## config.mk

```make
export PLATFORM = sky130hd
export DESIGN_NAME = rdseq_monitor
export DESIGN_NICKNAME = d
export VERILOG_FILES = /design/src/rtl/rdseq_pkg.sv /design/src/rtl/rdseq_bank_track.sv /design/src/rtl/rdseq_lat_pipe.sv /design/src/rtl/rdseq_burst_gen.sv /design/src/rtl/rdseq_monitor.sv
export SDC_FILE = /design/constraint.sdc
export NUM_CORES = 1
export LEC_CHECK = 0
export BUFFER_PORTS_ARGS = -buffer_cell sky130_fd_sc_hd__buf_4
export CAP_MARGIN = 40
export CORE_MARGIN = 2
export CORE_UTILIZATION = 52
export CTS_CLUSTER_SIZE = 30
export DETAILED_ROUTE_END_ITERATION = 10
export GPL_ROUTABILITY_DRIVEN = 0
export PLACE_DENSITY = 0.75
export SLEW_MARGIN = 30
export SYNTH_ARGS = -nofsm -noshare
export SYNTH_HDL_FRONTEND = slang
export SYNTH_HIERARCHICAL = 1
export SYNTH_SLANG_ARGS = --single-unit
```

## constraint.sdc

```tcl
create_clock -name clk -period 1.7 [get_ports clk]
set_input_delay 0.34 -clock clk [delete_from_list [all_inputs] [get_ports clk]]
set_output_delay 0.34 -clock clk [all_outputs]
set_load 0.01 [all_outputs]
```

## src/rtl/rdseq_pkg.sv

```systemverilog
package rdseq_pkg;
  typedef enum logic [2:0] {
    CMD_NOP  = 3'd0,
    CMD_ACT  = 3'd1,
    CMD_READ = 3'd2,
    CMD_PRE  = 3'd3
  } cmd_e;

  typedef enum logic [1:0] {
    VIOL_NONE = 2'd0,
    VIOL_IDLE = 2'd1,
    VIOL_ROW  = 2'd2
  } viol_e;
endpackage

```

## src/rtl/rdseq_bank_track.sv

```systemverilog
module rdseq_bank_track
  import rdseq_pkg::*;
#(
  parameter int BANKS = 4,
  parameter int BA_W  = 2,
  parameter int ROW_W = 13
) (
  input  logic             clk,
  input  logic             rst_n,
  input  logic [2:0]       cmd_i,
  input  logic [BA_W-1:0]  bank_i,
  input  logic [ROW_W-1:0] row_i,
  output logic             rd_ok_o,
  output logic             viol_o,
  output logic [1:0]       viol_code_o
);
  logic [BANKS-1:0] open_q;
  logic [ROW_W-1:0] open_row_q [BANKS];
  logic             sel_open;
  logic [ROW_W-1:0] sel_row;
  logic             is_read;

  genvar b;
  generate
    for (b = 0; b < BANKS; b++) begin : g_bank
      always_ff @(posedge clk or negedge rst_n) begin
        if (!rst_n) begin
          open_q[b]     <= 1'b0;
          open_row_q[b] <= '0;
        end else if (bank_i == BA_W'(b)) begin
          if (cmd_i == CMD_ACT) begin
            open_q[b]     <= 1'b1;
            open_row_q[b] <= row_i;
          end else if (cmd_i == CMD_PRE) begin
            open_q[b] <= 1'b0;
          end
        end
      end


      pre_closes_chk: assert property (@(posedge clk) disable iff (!rst_n)
        (cmd_i == CMD_PRE && bank_i == BA_W'(b)) |=> !open_q[b]);
    end
  endgenerate

  always_comb begin
    sel_open = open_q[bank_i];
    sel_row  = open_row_q[bank_i];
    is_read  = (cmd_i == CMD_READ);
    rd_ok_o  = is_read && sel_open && (sel_row == row_i);
  end

  always_ff @(posedge clk or negedge rst_n) begin
    if (!rst_n) begin
      viol_o      <= 1'b0;
      viol_code_o <= VIOL_NONE;
    end else begin
      viol_o      <= is_read && !rd_ok_o;
      viol_code_o <= (is_read && !rd_ok_o) ? (sel_open ? VIOL_ROW : VIOL_IDLE) : VIOL_NONE;
    end
  end


  viol_after_read_chk: assert property (@(posedge clk) disable iff (!rst_n)
    viol_o |-> ($past(cmd_i) == CMD_READ));

  code_pairs_chk: assert property (@(posedge clk) disable iff (!rst_n)
    viol_o == (viol_code_o != VIOL_NONE));
endmodule

```

## src/rtl/rdseq_lat_pipe.sv

```systemverilog
module rdseq_lat_pipe #(
  parameter int LAT   = 4,
  parameter int COL_W = 10
) (
  input  logic             clk,
  input  logic             rst_n,
  input  logic             in_v,
  input  logic [COL_W-1:0] in_col,
  output logic             out_v,
  output logic [COL_W-1:0] out_col
);
  logic             v_q   [LAT];
  logic [COL_W-1:0] col_q [LAT];

  genvar i;
  generate
    for (i = 0; i < LAT; i++) begin : g_stage
      if (i == 0) begin : g_head
        always_ff @(posedge clk or negedge rst_n) begin
          if (!rst_n) begin
            v_q[0]   <= 1'b0;
            col_q[0] <= '0;
          end else begin
            v_q[0]   <= in_v;
            col_q[0] <= in_col;
          end
        end
      end else begin : g_body
        always_ff @(posedge clk or negedge rst_n) begin
          if (!rst_n) begin
            v_q[i]   <= 1'b0;
            col_q[i] <= '0;
          end else begin
            v_q[i]   <= v_q[i-1];
            col_q[i] <= col_q[i-1];
          end
        end


        stage_order_chk: assert property (@(posedge clk) disable iff (!rst_n)
          v_q[i] |-> $past(v_q[i-1]));
      end
    end
  endgenerate

  assign out_v   = v_q[LAT-1];
  assign out_col = col_q[LAT-1];
endmodule

```

## src/rtl/rdseq_burst_gen.sv

```systemverilog
module rdseq_burst_gen #(
  parameter int BL     = 4,
  parameter int BEAT_W = 2,
  parameter int COL_W  = 10
) (
  input  logic              clk,
  input  logic              rst_n,
  input  logic              ld_v,
  input  logic [COL_W-1:0]  ld_col,
  output logic              valid_o,
  output logic [COL_W-1:0]  col_o,
  output logic [BEAT_W-1:0] beat_o
);
  localparam logic [BEAT_W-1:0] LAST = BEAT_W'(BL - 1);

  always_ff @(posedge clk or negedge rst_n) begin
    if (!rst_n) begin
      valid_o <= 1'b0;
      col_o   <= '0;
      beat_o  <= '0;
    end else if (ld_v) begin
      valid_o <= 1'b1;
      col_o   <= ld_col;
      beat_o  <= '0;
    end else if (valid_o) begin
      if (beat_o == LAST) begin
        valid_o <= 1'b0;
        beat_o  <= '0;
      end else begin
        beat_o <= beat_o + BEAT_W'(1);
      end
    end
  end


  beat_step_chk: assert property (@(posedge clk) disable iff (!rst_n)
    (valid_o && beat_o != '0) |-> ($past(valid_o) && $past(beat_o) == beat_o - BEAT_W'(1)));

  col_hold_chk: assert property (@(posedge clk) disable iff (!rst_n)
    (valid_o && beat_o != '0) |-> $stable(col_o));

  burst_end_chk: assert property (@(posedge clk) disable iff (!rst_n)
    (valid_o && beat_o == LAST && !ld_v) |=> !valid_o);
endmodule

```

## src/rtl/rdseq_monitor.sv

```systemverilog
module rdseq_monitor
  import rdseq_pkg::*;
#(
  parameter int BANKS = 4,
  parameter int ROW_W = 13,
  parameter int COL_W = 10,
  parameter int LAT   = 4,
  parameter int BL    = 4,
  parameter int BA_W  = (BANKS > 1) ? $clog2(BANKS) : 1,
  parameter int BEAT_W = (BL > 1) ? $clog2(BL) : 1
) (
  input  logic              clk,
  input  logic              rst_n,
  input  logic [2:0]        cmd_i,
  input  logic [BA_W-1:0]   bank_i,
  input  logic [ROW_W-1:0]  row_i,
  input  logic [COL_W-1:0]  col_i,
  output logic              tag_valid_o,
  output logic [COL_W-1:0]  tag_col_o,
  output logic [BEAT_W-1:0] tag_beat_o,
  output logic              viol_o,
  output logic [1:0]        viol_code_o
);
  logic             rd_ok;
  logic             pipe_v;
  logic [COL_W-1:0] pipe_col;

  rdseq_bank_track #(.BANKS(BANKS), .BA_W(BA_W), .ROW_W(ROW_W)) u_track (
    .clk(clk), .rst_n(rst_n), .cmd_i(cmd_i), .bank_i(bank_i), .row_i(row_i),
    .rd_ok_o(rd_ok), .viol_o(viol_o), .viol_code_o(viol_code_o)
  );

  rdseq_lat_pipe #(.LAT(LAT), .COL_W(COL_W)) u_pipe (
    .clk(clk), .rst_n(rst_n), .in_v(rd_ok), .in_col(col_i),
    .out_v(pipe_v), .out_col(pipe_col)
  );

  rdseq_burst_gen #(.BL(BL), .BEAT_W(BEAT_W), .COL_W(COL_W)) u_burst (
    .clk(clk), .rst_n(rst_n), .ld_v(pipe_v), .ld_col(pipe_col),
    .valid_o(tag_valid_o), .col_o(tag_col_o), .beat_o(tag_beat_o)
  );


  no_viol_on_load_chk: assert property (@(posedge clk) disable iff (!rst_n)
    viol_o |-> !rd_ok || $past(cmd_i) == CMD_READ);

  reload_beat0_chk: assert property (@(posedge clk) disable iff (!rst_n)
    pipe_v |=> (tag_valid_o && tag_beat_o == '0));
endmodule

```

==> out/metrics.yaml <==
outcome: "finished with violations"
violations: "negative setup slack"
gr-usage-met1_pct: 25.4
synthFlopType: "dfrtp_1"
grt_max_degree: 52
numCtsBuffers: 17
grt_pass1_wl_mm: 13.8
ctsLongestPathBuffers: 2
core_mm2: 0.00826
yosys_warnings: 6
cap_violations: 0
cts_root_buffer: "clkbuf_8"
cts.sinks: 116
die_area_mm2: 0.00933
postCtsResizedCells: 0
io_pins: 46
cp-end-kind: "register"
ir_worst_vdd_mv: 0.769
fin_crit_sh_pct: 102
timing.final.ws_setup_ns: -0.0403
clk_pin_slew_ns: 0.06
startpoint_type: "register"
ys_top_cells_by_area: "dfrtp_1, mux2_2, mux4_2"
synth_edf_count: 0
hold_class: "in2reg"
power_density_mw_per_mm2: 1340
vias: 2476
cp.required_ns: 2.07
ys_async_sr_fraction_pct: 100
fp.dieH_um: 96.6
drtPass1Iterations: 4
met3_usage_pct: 4.70
drt_drc_violations_left: 0
synth_cell_types: 30
pre_cts_slack_ns: -0.240
ys_top_cells_by_count: "dfrtp_1, mux2_2, buf_4, mux2i_1, mux4_2"
grt-ovfl-total: 0
netlist_area_mm2: 0.00446
cts_tree: "done"
crit_path_max_fanout: 3
avgRoutedWirePerCell_um: 16.7
grt_pass1_vias: 2741
seq_area_frac_synth_pct: 65.1
finalSetupViolCount: 3
grt_setup_unrepaired: "yes"
syn_nets: 305
clk_latency_ns: 0.51
regArea_mm2: 0.00290
io_buffer_count: 45
hold_ws_ns: 0.107
die_x_um: 96.6
fmax_mhz: 575
multi_input_area_mm2: 0.00144
rows: 33
avgSynthCellArea_um2: 16.3
antenna_found_initial: 0
routed_wl_mm: 7.90
ys_ff_latch: 116
period_needed_ns: 1.74
fillers: 534
hold_viol: 0
vias_per_cell: 5.22
leakage_nw: 2.69
busiest_layer: "met2"
netlist_instances: 274
start_util_pct: 54.0
final_nets: 387
cts.htree.levels: 4
final_cells: 474
worstPathArrival_ns: 2.11
antenna_cells: 0
crit_type: "reg2reg"
antenna_left: 0
place_inst: 428
track_usage_pct: 19.0
yosysMostFrequentCell: "dfrtp_1"
areaGrowthSynthToFinish_pct: 31.0
slew_viol_final: 0
relSlewSlack_pct: 63.7
synth_largest_area_cell: "dfrtp_1"
yosysTopAreaCellShare_pct: 65.1
drt_iter0_drc: 114
tightestPinTransition_ns: 0.544
grtUsageMet2_pct: 29.6
drive_above_1_share_pct: 49.3
dpl.hpwl_mm: 4.96
fin_skew_ns: 0.00934
## final cells by class
class | count | share of cell area (%)
sequential | 116 | 49.7
timing repair buffer | 82 | 12.7
clock buffer | 20 | 7.62
tap | 105 | 2.25
clock inverter | 12 | 3.06
multi-input combinational | 138 | 24.6
inverter | 1 | 0.0643
## timing repair
action / CTS / global route
setup endpoints to repair: 3 / 3
pin swaps: 1 / 1
setup buffers: 2 / 1
hold buffers: 11 / 0
hold endpoints to repair: 40 / 0
## kinds of logic (layout without fill, tap and decap cells)
group | count (synthesis) | after routing | share of synthesized area, %
and+or+nand+nor | 31 | 31 | 3.73
buffers and inverters | 20 | 115 | 3.14
xor gates and xnor gates | 12 | 12 | 2.36
DFF | 116 | 116 | 65.1
AOI/OAI and AO/OA | 12 | 12 | 2.44
muxes | 82 | 82 | 23.0
adders and majority gates | 1 | 1 | 0.281
## where the power goes
| part | leakage [nW] | internal (mW) | switching [mW] |
|---|---|---|---|
| Clock | 0.297 | 2.46 | 1.22 |
| Combinational | 0.963 | 0.543 | 0.345 |
| Sequential | 1.43 | 3.12 | 0.173 |
## through the flow
| stage | util (%) | total power, mW | area, um2 | setup TNS, ns |
|---|---|---|---|---|
| CTS | 70.7 | 7.93 | 5830 | -0.0969 |
| finish | 70.7 | 7.86 | 5840 | -0.110 |
| floorplan | - | 3.88 | 4490 | -0.0575 |
| global route | 70.7 | 8.18 | 5840 | -0.377 |
| detailed placement | 61.6 | 4.18 | 5080 | -2.22 |
| global placement | 61.6 | 4.14 | 5080 | -1.44 |
## metal layers
| metal | vias up | routed length [um] |
|---|---|---|
| li1 | 1125 | - |
| met1 | 1278 | 3560 |
| met2 | 56 | 3860 |
| met3 | 17 | 304 |
| met4 | 0 | 185 |
| met5 | - | 0 |
## final timing paths
| kind | start | to | slack [ns] | depth (start not counted) |
|---|---|---|---|---|
| max reg2reg | u_track/open_q[2]$_DFFE_PN0P_ | u_track/viol_code_o[1]$_DFF_PN0_ | -0.04 | 5 |
| min | row_i[1] | u_track/open_row_q[27]$_DFFE_PN0P_ | 0.11 | 2 |
| max | u_track/open_q[2]$_DFFE_PN0P_ | u_track/viol_code_o[1]$_DFF_PN0_ | -0.04 | 5 |
| min in group asynchronous | rst_n | u_burst/col_o[1]$_DFFE_PN0P_ | 0.32 | 2 |
| min reg2reg | u_pipe/col_q[12]$_DFF_PN0_ | u_pipe/out_col[2]$_DFF_PN0_ | 0.34 | 0 |
| max in group asynchronous | rst_n | u_track/open_row_q[51]$_DFFE_PN0P_ | 0.78 | 3 |
## critical path, stage by stage (launching register included)
cell       delay (ns)
dfrtp_1          0.35
mux4_2           0.26
nand3_2          0.08
or4_4            0.57
a2111oi_4        0.24
a21oi_1          0.11
## layout by cell type (no fill, tap or decap), types with 4 or more instances in the layout
master	Yosys	layout
xnor2_1	9	9
mux4_2	10	10
clkbuf_16	0	16
bufinv_16	0	4
dfrtp_1	116	116
buf_12	0	8
nor2_1	9	5
a21o_1	5	5
dlygate4sd3_1	0	11
mux2i_1	10	10
nand2_1	5	5
mux2_2	62	62
buf_4	14	63
## flip-flops by register name, indices dropped and copies added, names as in the netlist
name                 count
u_track/open_q           4
u_pipe/col_q            30
u_burst/col_o           10
u_track/open_row_q      52
u_track/viol_o           1
u_pipe/out_v             1
u_burst/valid_o          1
u_pipe/out_col          10
u_burst/beat_o           2
u_track/viol_code_o      2
u_pipe/v_q               3
Power figures use the tool's default switching activity.
